**config.mk**
```make
export PLATFORM = sky130hd
export DESIGN_NAME = bitops_unit
export DESIGN_NICKNAME = d
export VERILOG_FILES = /design/src/rtl/bitops_pkg.sv /design/src/rtl/bitops_count.sv /design/src/rtl/bitops_find.sv /design/src/rtl/bitops_field.sv /design/src/rtl/bitops_unit.sv
export SDC_FILE = /design/constraint.sdc
export NUM_CORES = 1
export LEC_CHECK = 0
export ABC_AREA = 1
export BUFFER_PORTS_ARGS = -buffer_cell sky130_fd_sc_hd__clkbuf_2
export CAP_MARGIN = 25
export CORE_MARGIN = 10
export CORE_UTILIZATION = 35
export DETAILED_ROUTE_END_ITERATION = 7
export GPL_ROUTABILITY_DRIVEN = 0
export PLACE_DENSITY = 0.49
export SETUP_SLACK_MARGIN = 0.05
export SYNTH_ARGS = -nofsm -noshare
export SYNTH_HDL_FRONTEND = slang
export SYNTH_SLANG_ARGS = --single-unit
```
**constraint.sdc**
```tcl
create_clock -name clk -period 14.1 [get_ports clk]
set_input_delay 0.705 -clock clk [delete_from_list [all_inputs] [get_ports clk]]
set_output_delay 0.705 -clock clk [all_outputs]
set_load 0.02 [all_outputs]
```
**src/rtl/bitops_pkg.sv**
```systemverilog
// Shared opcode encoding and data width for the bit-manipulation unit.
package bitops_pkg;
    localparam int DW = 32;

    typedef enum logic [3:0] {
        OP_COUNT32     = 4'd0,
        OP_COUNT64     = 4'd1,
        OP_FIELD_GET   = 4'd2,
        OP_FIELD_PUT   = 4'd3,
        OP_FIND_HI     = 4'd4,
        OP_FIND_LO     = 4'd5,
        OP_FIND_HI_SGN = 4'd6,
        OP_MIRROR      = 4'd7,
        OP_ADD_CARRY   = 4'd8,
        OP_SUB_BORROW  = 4'd9,
        OP_LANE_PREFIX = 4'd10
    } op_e;
endpackage

```
**src/rtl/bitops_count.sv**
```systemverilog
// Counts the set bits of a W-bit vector.
// Assumes: W >= 1. The logic is combinational; the synthesis tool builds the adder tree.
module bitops_count #(
    parameter int W  = 32,
    localparam int CW = $clog2(W + 1)
) (
    input  logic [W-1:0]  vec,
    output logic [CW-1:0] ones
);
    // Sum the bits of the vector.
    always_comb begin
        ones = '0;
        for (int i = 0; i < W; i++) begin
            ones = ones + CW'(vec[i]);
        end
    end
endmodule

```
**src/rtl/bitops_find.sv**
```systemverilog
// Priority search: returns the index of the highest or the lowest set bit.
// Assumes: W is a power of two. `found` is low when the vector is zero.
module bitops_find #(
    parameter int W  = 32,
    localparam int IW = $clog2(W)
) (
    input  logic [W-1:0]  vec,
    input  logic          from_low,
    output logic          found,
    output logic [IW-1:0] idx
);
    // Scan the bits; the last match written wins, so the scan order picks the end searched.
    always_comb begin
        idx   = '0;
        found = |vec;
        if (from_low) begin
            for (int i = W - 1; i >= 0; i--) begin
                if (vec[i]) idx = IW'(i);
            end
        end else begin
            for (int i = 0; i < W; i++) begin
                if (vec[i]) idx = IW'(i);
            end
        end
    end
endmodule

```
**src/rtl/bitops_field.sv**
```systemverilog
// Bitfield read and write on a W-bit word.
// Assumes: offset and width each arrive as log2(W) bits, so both are taken modulo W.
module bitops_field #(
    parameter int W  = 32,
    localparam int SW = $clog2(W)
) (
    input  logic [W-1:0]  base,
    input  logic [W-1:0]  src,
    input  logic [SW-1:0] off,
    input  logic [SW-1:0] wid,
    output logic [W-1:0]  got,
    output logic [W-1:0]  put
);
    logic [W-1:0] low_mask;
    logic [W-1:0] place_mask;

    // Build the width mask and move it to the field position.
    always_comb begin
        low_mask   = (W'(1) << wid) - W'(1);
        place_mask = low_mask << off;
    end

    // Extract the field zero-extended, and merge the source field into the base word.
    always_comb begin
        got = (base >> off) & low_mask;
        put = (base & ~place_mask) | ((src << off) & place_mask);
    end
endmodule

```
**src/rtl/bitops_unit.sv**
```systemverilog
// Bit-manipulation execution unit: one opcode-selected operation per cycle.
// The result is registered with one cycle of latency and held while idle.
// Assumes: 64-bit values are {opnd_b, opnd_a}. The field offset is in opnd_c[4:0],
// the field width in opnd_c[12:8], and the lane index in opnd_c[5:0].
module bitops_unit
    import bitops_pkg::*;
(
    input  logic          clk,
    input  logic          rst_n,
    input  logic          in_valid,
    input  logic [3:0]    op,
    input  logic [DW-1:0] opnd_a,
    input  logic [DW-1:0] opnd_b,
    input  logic [DW-1:0] opnd_c,
    input  logic          carry_in,
    output logic          out_valid,
    output logic [DW-1:0] result,
    output logic          flag
);
    localparam int WW  = 2 * DW;
    localparam int SW  = $clog2(DW);
    localparam int LW  = $clog2(WW);
    localparam int C1W = $clog2(DW + 1);
    localparam int C2W = $clog2(WW + 1);

    op_e           opc;
    logic [WW-1:0] pair;
    logic [WW-1:0] lane_mask;
    logic [WW-1:0] wide_vec;
    logic [C1W-1:0] cnt_narrow;
    logic [C2W-1:0] cnt_wide;
    logic [DW-1:0] search_vec;
    logic          search_hit;
    logic [SW-1:0] search_idx;
    logic [DW-1:0] field_got;
    logic [DW-1:0] field_put;
    logic [DW-1:0] mirrored;
    logic [DW:0]   sum_ext;
    logic [DW:0]   diff_ext;
    logic [DW-1:0] res_next;
    logic          flag_next;

    // Decode the opcode and form the 64-bit operand views.
    always_comb begin
        opc       = op_e'(op);
        pair      = {opnd_b, opnd_a};
        lane_mask = (WW'(1) << opnd_c[LW-1:0]) - WW'(1);
        wide_vec  = (opc == OP_LANE_PREFIX) ? (pair & lane_mask) : pair;
    end

    bitops_count #(.W(DW)) u_cnt_narrow (.vec(opnd_a),   .ones(cnt_narrow));
    bitops_count #(.W(WW)) u_cnt_wide   (.vec(wide_vec), .ones(cnt_wide));

    // Select the search input: for the signed form, search for bits that differ from the sign.
    always_comb begin
        if (opc == OP_FIND_HI_SGN)
            search_vec = (opnd_a ^ {DW{opnd_a[DW-1]}}) & {1'b0, {(DW-1){1'b1}}};
        else
            search_vec = opnd_a;
    end

    bitops_find #(.W(DW)) u_find (
        .vec      (search_vec),
        .from_low (opc == OP_FIND_LO),
        .found    (search_hit),
        .idx      (search_idx)
    );

    bitops_field #(.W(DW)) u_field (
        .base (opnd_a),
        .src  (opnd_b),
        .off  (opnd_c[SW-1:0]),
        .wid  (opnd_c[8 +: SW]),
        .got  (field_got),
        .put  (field_put)
    );

    // Mirror the operand bit order.
    for (genvar i = 0; i < DW; i++) begin : g_mirror
        assign mirrored[i] = opnd_a[DW-1-i];
    end

    // Add with carry and subtract with borrow, each one bit wider to catch the overflow bit.
    always_comb begin
        sum_ext  = {1'b0, opnd_a} + {1'b0, opnd_b} + (DW+1)'(carry_in);
        diff_ext = {1'b0, opnd_a} - {1'b0, opnd_b} - (DW+1)'(carry_in);
    end

    // Pick the result and flag for the issued opcode.
    always_comb begin
        res_next  = '0;
        flag_next = 1'b0;
        case (opc)
            OP_COUNT32:     res_next = DW'(cnt_narrow);
            OP_COUNT64,
            OP_LANE_PREFIX: res_next = DW'(cnt_wide);
            OP_FIELD_GET:   res_next = field_got;
            OP_FIELD_PUT:   res_next = field_put;
            OP_FIND_HI,
            OP_FIND_LO,
            OP_FIND_HI_SGN: res_next = search_hit ? DW'(search_idx) : '1;
            OP_MIRROR:      res_next = mirrored;
            OP_ADD_CARRY: begin
                res_next  = sum_ext[DW-1:0];
                flag_next = sum_ext[DW];
            end
            OP_SUB_BORROW: begin
                res_next  = diff_ext[DW-1:0];
                flag_next = diff_ext[DW];
            end
            default: res_next = '0;
        endcase
    end

    // Output register: clear on reset, load on issue, hold while idle.
    always_ff @(posedge clk) begin
        if (!rst_n) begin
            out_valid <= 1'b0;
            result    <= '0;
            flag      <= 1'b0;
        end else begin
            out_valid <= in_valid;
            if (in_valid) begin
                result <= res_next;
                flag   <= flag_next;
            end
        end
    end
endmodule

```
==> flow_summary_export.csv <==
group,metric,value,unit
outcome,status,"complete, no violations",
detailed_routing,dr.pass1.iters,6,
clock_network,htreeDepth,2,
detailed_routing,drt_iter0_drc,2520,
grt,grt_usage,0.2875,
job,cap_violations,0,
setup_path,r2r_start,"result[6]$_SDFFE_PN0P_",
die,die-area,55440,um2
logic_synthesis,synth_top_cell_area_share,0.1582,
logic_synthesis,ys_ff_latch,34,
hold_path,min_path_type,"reg2reg",
detailed_routing,viasPerCell,5.811,
cells_and_area,mostFrequentLayoutCells,"nand2_1 (685), inv_1 (414), o21ai_0 (372)",
clock_network,cts_buffer_depth,2,
die,core-area,45670,um2
hold_path,min_delay_worst_endpoint,"result[12]$_SDFFE_PN0P_",
logic_synthesis,synth-edff-count,0,
detailed_routing,wl_per_cell,24.00,um
logic_synthesis,yosysUniqueCellTypes,59,
logic_synthesis,synth_top_area_cell,"nand2_1",
placement,place_area,17250,um2
power_and_ir_drop,p_total,2.524,mW
logic_synthesis,synthesis.nets,3171,
logic_synthesis,synth_compound_area_frac,0.2699,
cells_and_area,drive_gt1_frac,0.08030,
setup_path,reg2reg_depth,2,
placement,dp_cells,3480,
setup_path,crit_path_max_fanout,52,
setup_path,cp-end-kind,"flop",
logic_synthesis,ys_seq_area_frac,0.04189,
grt,antenna_found_initial,5,
timing,rsz0062_at_grt,"false",
power_and_ir_drop,power_density,145.0,nW/um2
cells_and_area,final_cells,3490,
placement,port_buffers,116,
logic_synthesis,synth-async-reset-ratio,0,
logic_synthesis,synth_top_family_by_area,"simple AND/OR/NAND/NOR gates",
cells_and_area,syn_to_final_growth,7.170,%
logic_synthesis,synth_flop_cell,"dfxtp_1",
setup_path,path_class,"in2reg",
cells_and_area,fin_area,17410,um2
timing,finalCriticalPeriod,11940,ps
logic_synthesis,yosys.area_share.simple,0.3106,
clock_network,postCtsSetupBuffers,0,
detailed_routing,drc,0,
hold_path,hp-start,"result[12]$_SDFFE_PN0P_",
grt,met1_usage,0.3671,
timing,tightest_slew,1036,ps
setup_path,max_stage_delay,590,ps
timing,fin_setup_tns,0,ps
cells_and_area,final_common_cell,"nand2_1",
setup_path,cpMaxStageDelayCell,"fa_1",
setup_path,path_delay_family,"adder cells",
grt,met3_usage,0.05572,
setup_path,path_buf_inv,14,
grt,use_met2,0.4378,
setup_path,reg2reg_to,"result[6]$_SDFFE_PN0P_",
setup_path,critPathRequiredTime,14220,ps
grt,grt_pass1_vias,18942,
grt,grt_max_degree,89,
setup_path,crit_path_start_kind,"input pin",
detailed_routing,ant_nets,0,
setup_path,cp_data_arrival_time,12060,ps
hold_path,hold_depth,2,
logic_synthesis,synthMuxAreaShare,0.01848,
setup_path,reg2reg_setup_slack,13390,ps
timing,skew,0,ps
cells_and_area,nets,3193,
grt,grt-ovfl-total,0,
logic_synthesis,synth_cells,2866,
setup_path,crit_path_frequent_cell,"fa_1",
die,die_h,235.5,um
logic_synthesis,synth_area_leaders,"nand2_1 (16%), o21ai_0 (11%), fa_1 (10%), inv_1 (9.6%), ha_1 (9.2%)",
clock_network,cts_tree,"done",
grt,top_usage_layer,"met2",
clock_network,cts_made_buffers,5,
timing,hold_viol,0,
clock_network,clk_latency,270,ps
logic_synthesis,yosys.area_share.adder,0.1927,
logic_synthesis,yosys_warnings,0,
die,core.rowCount,78,
clock_network,cts_hold_buf,0,
grt,grt_pass1_wl,122700,um
timing,slew_viol_final,0,
logic_synthesis,synth_xor_area_frac,0.02965,
placement,dpl.hpwl,68060,um
clock_network,clockRootBuffer,"clkbuf_16",
die,initial_core_util,0.3557,
timing,slew_headroom,0.3005,
logic_synthesis,netlist_area,16250,um2
die,die_width,235.5,um
clock_network,cts.repair.resized,0,
power_and_ir_drop,p_leak,8.552,nW
power_and_ir_drop,worst_ir_drop_vdd,408.0,uV
logic_synthesis,syn_avg_cell_area,5.669,um2
die,pin_count,138,
timing,fmax,83.78,MHz
clock_network,cts.sinks,34,
timing,setup_violations,0,
detailed_routing,vias,20280,
timing,timing.final.crit_share,0.8465,
detailed_routing,wl,83770,um
clock_network,cts.clk_slew.worst_paths,60,ps
power breakdown:
part | leakage (nW) | switching, mW | internal (mW)
Clock | 0.0729 | 0.0419 | 0.0699
Sequential | 0.277 | 0.00572 | 0.105
Combinational | 8.20 | 1.43 | 0.868
Total | 8.55 | 1.48 | 1.04
per-layer routing:
metal	vias up	wire, um	part of all wire
met5	-	19	0.00023
met4	2	6259	0.075
met3	282	8763	0.10
met2	1162	35390	0.42
met1	9314	33340	0.40
li1	9520	-	-
worst max-delay path by stage:
stage                        endpoint  startpoint  cells after the start
4_1_cts        result[4]$_SDFFE_PN0P_   opnd_c[3]                     54
3_5_place_dp   result[4]$_SDFFE_PN0P_   opnd_c[3]                     54
2_1_floorplan  result[4]$_SDFFE_PN0P_   opnd_c[5]                     51
5_1_grt        result[5]$_SDFFE_PN0P_   opnd_c[3]                     58
3_3_place_gp   result[5]$_SDFFE_PN0P_   opnd_c[1]                     54
6_report       result[5]$_SDFFE_PN0P_   opnd_c[3]                     57
kinds of logic (layout without fill, tap and decap cells):
group                    Yosys count  in the layout
multiplexers                      30             30
other                              0              1
buffers and inverters            578            601
AND/OR/NAND/NOR                 1195           1195
AO/OA/AOI/OAI                    773            773
XOR/XNOR                          55             55
adder cells (fa/ha/maj)          201            201
flip-flops                        34             34
layout make-up:
type,count,area [um2]
Clock inverter,2,12.51
Multi-Input combinational cell,2254,13350
Fill cell,5184,28260
Antenna cell,1,2.502
Sequential cell,34,680.7
Clock buffer,6,138.9
Tap cell,600,750.7
Timing Repair Buffer,143,783.3
Inverter,450,1693
worst min-delay path, delay by kind of cell, from the launching register on:
kind | cells | cell delay, ps
AO/OA/AOI/OAI | 1 | 50
AND/OR/NAND/NOR | 1 | 60
flip-flops | 1 | 310
synthesized netlist by cell type, drive strengths merged (2+ instances only):
library cell	n
a2111oi	8
a211o	2
a211oi	8
a21boi	10
a21o	2
a21oi	201
a221oi	11
a22oi	7
a311oi	4
a31oi	24
a32o	2
and3	2
buf	37
clkbuf	91
clkinv	8
dfxtp	34
fa	82
ha	119
inv	442
mux2i	30
nand2	691
nand3	99
nand4	30
nor2	281
nor3	60
nor4	11
o2111ai	15
o211ai	27
o21a	11
o21ai	381
o21bai	2
o221ai	13
o22ai	18
o311ai	8
o31ai	12
o41ai	4
or2	18
xnor2	11
xor2	44
flip-flops by register name, indices dropped and copies added (netlist names):
name and cells:
result 32, flag 1, out_valid 1
stage by stage:
step                worst slack [ps]  utilization  hold slack (ps)
floorplan                       4154            -            542.6
detailed placement              2009       0.3778            455.0
finish                          2165       0.3812            461.9
global route                    1282       0.3812            480.3
CTS                             2305       0.3811            463.9
global placement                2150       0.3778            454.1
(Power assumes the default switching activity.)
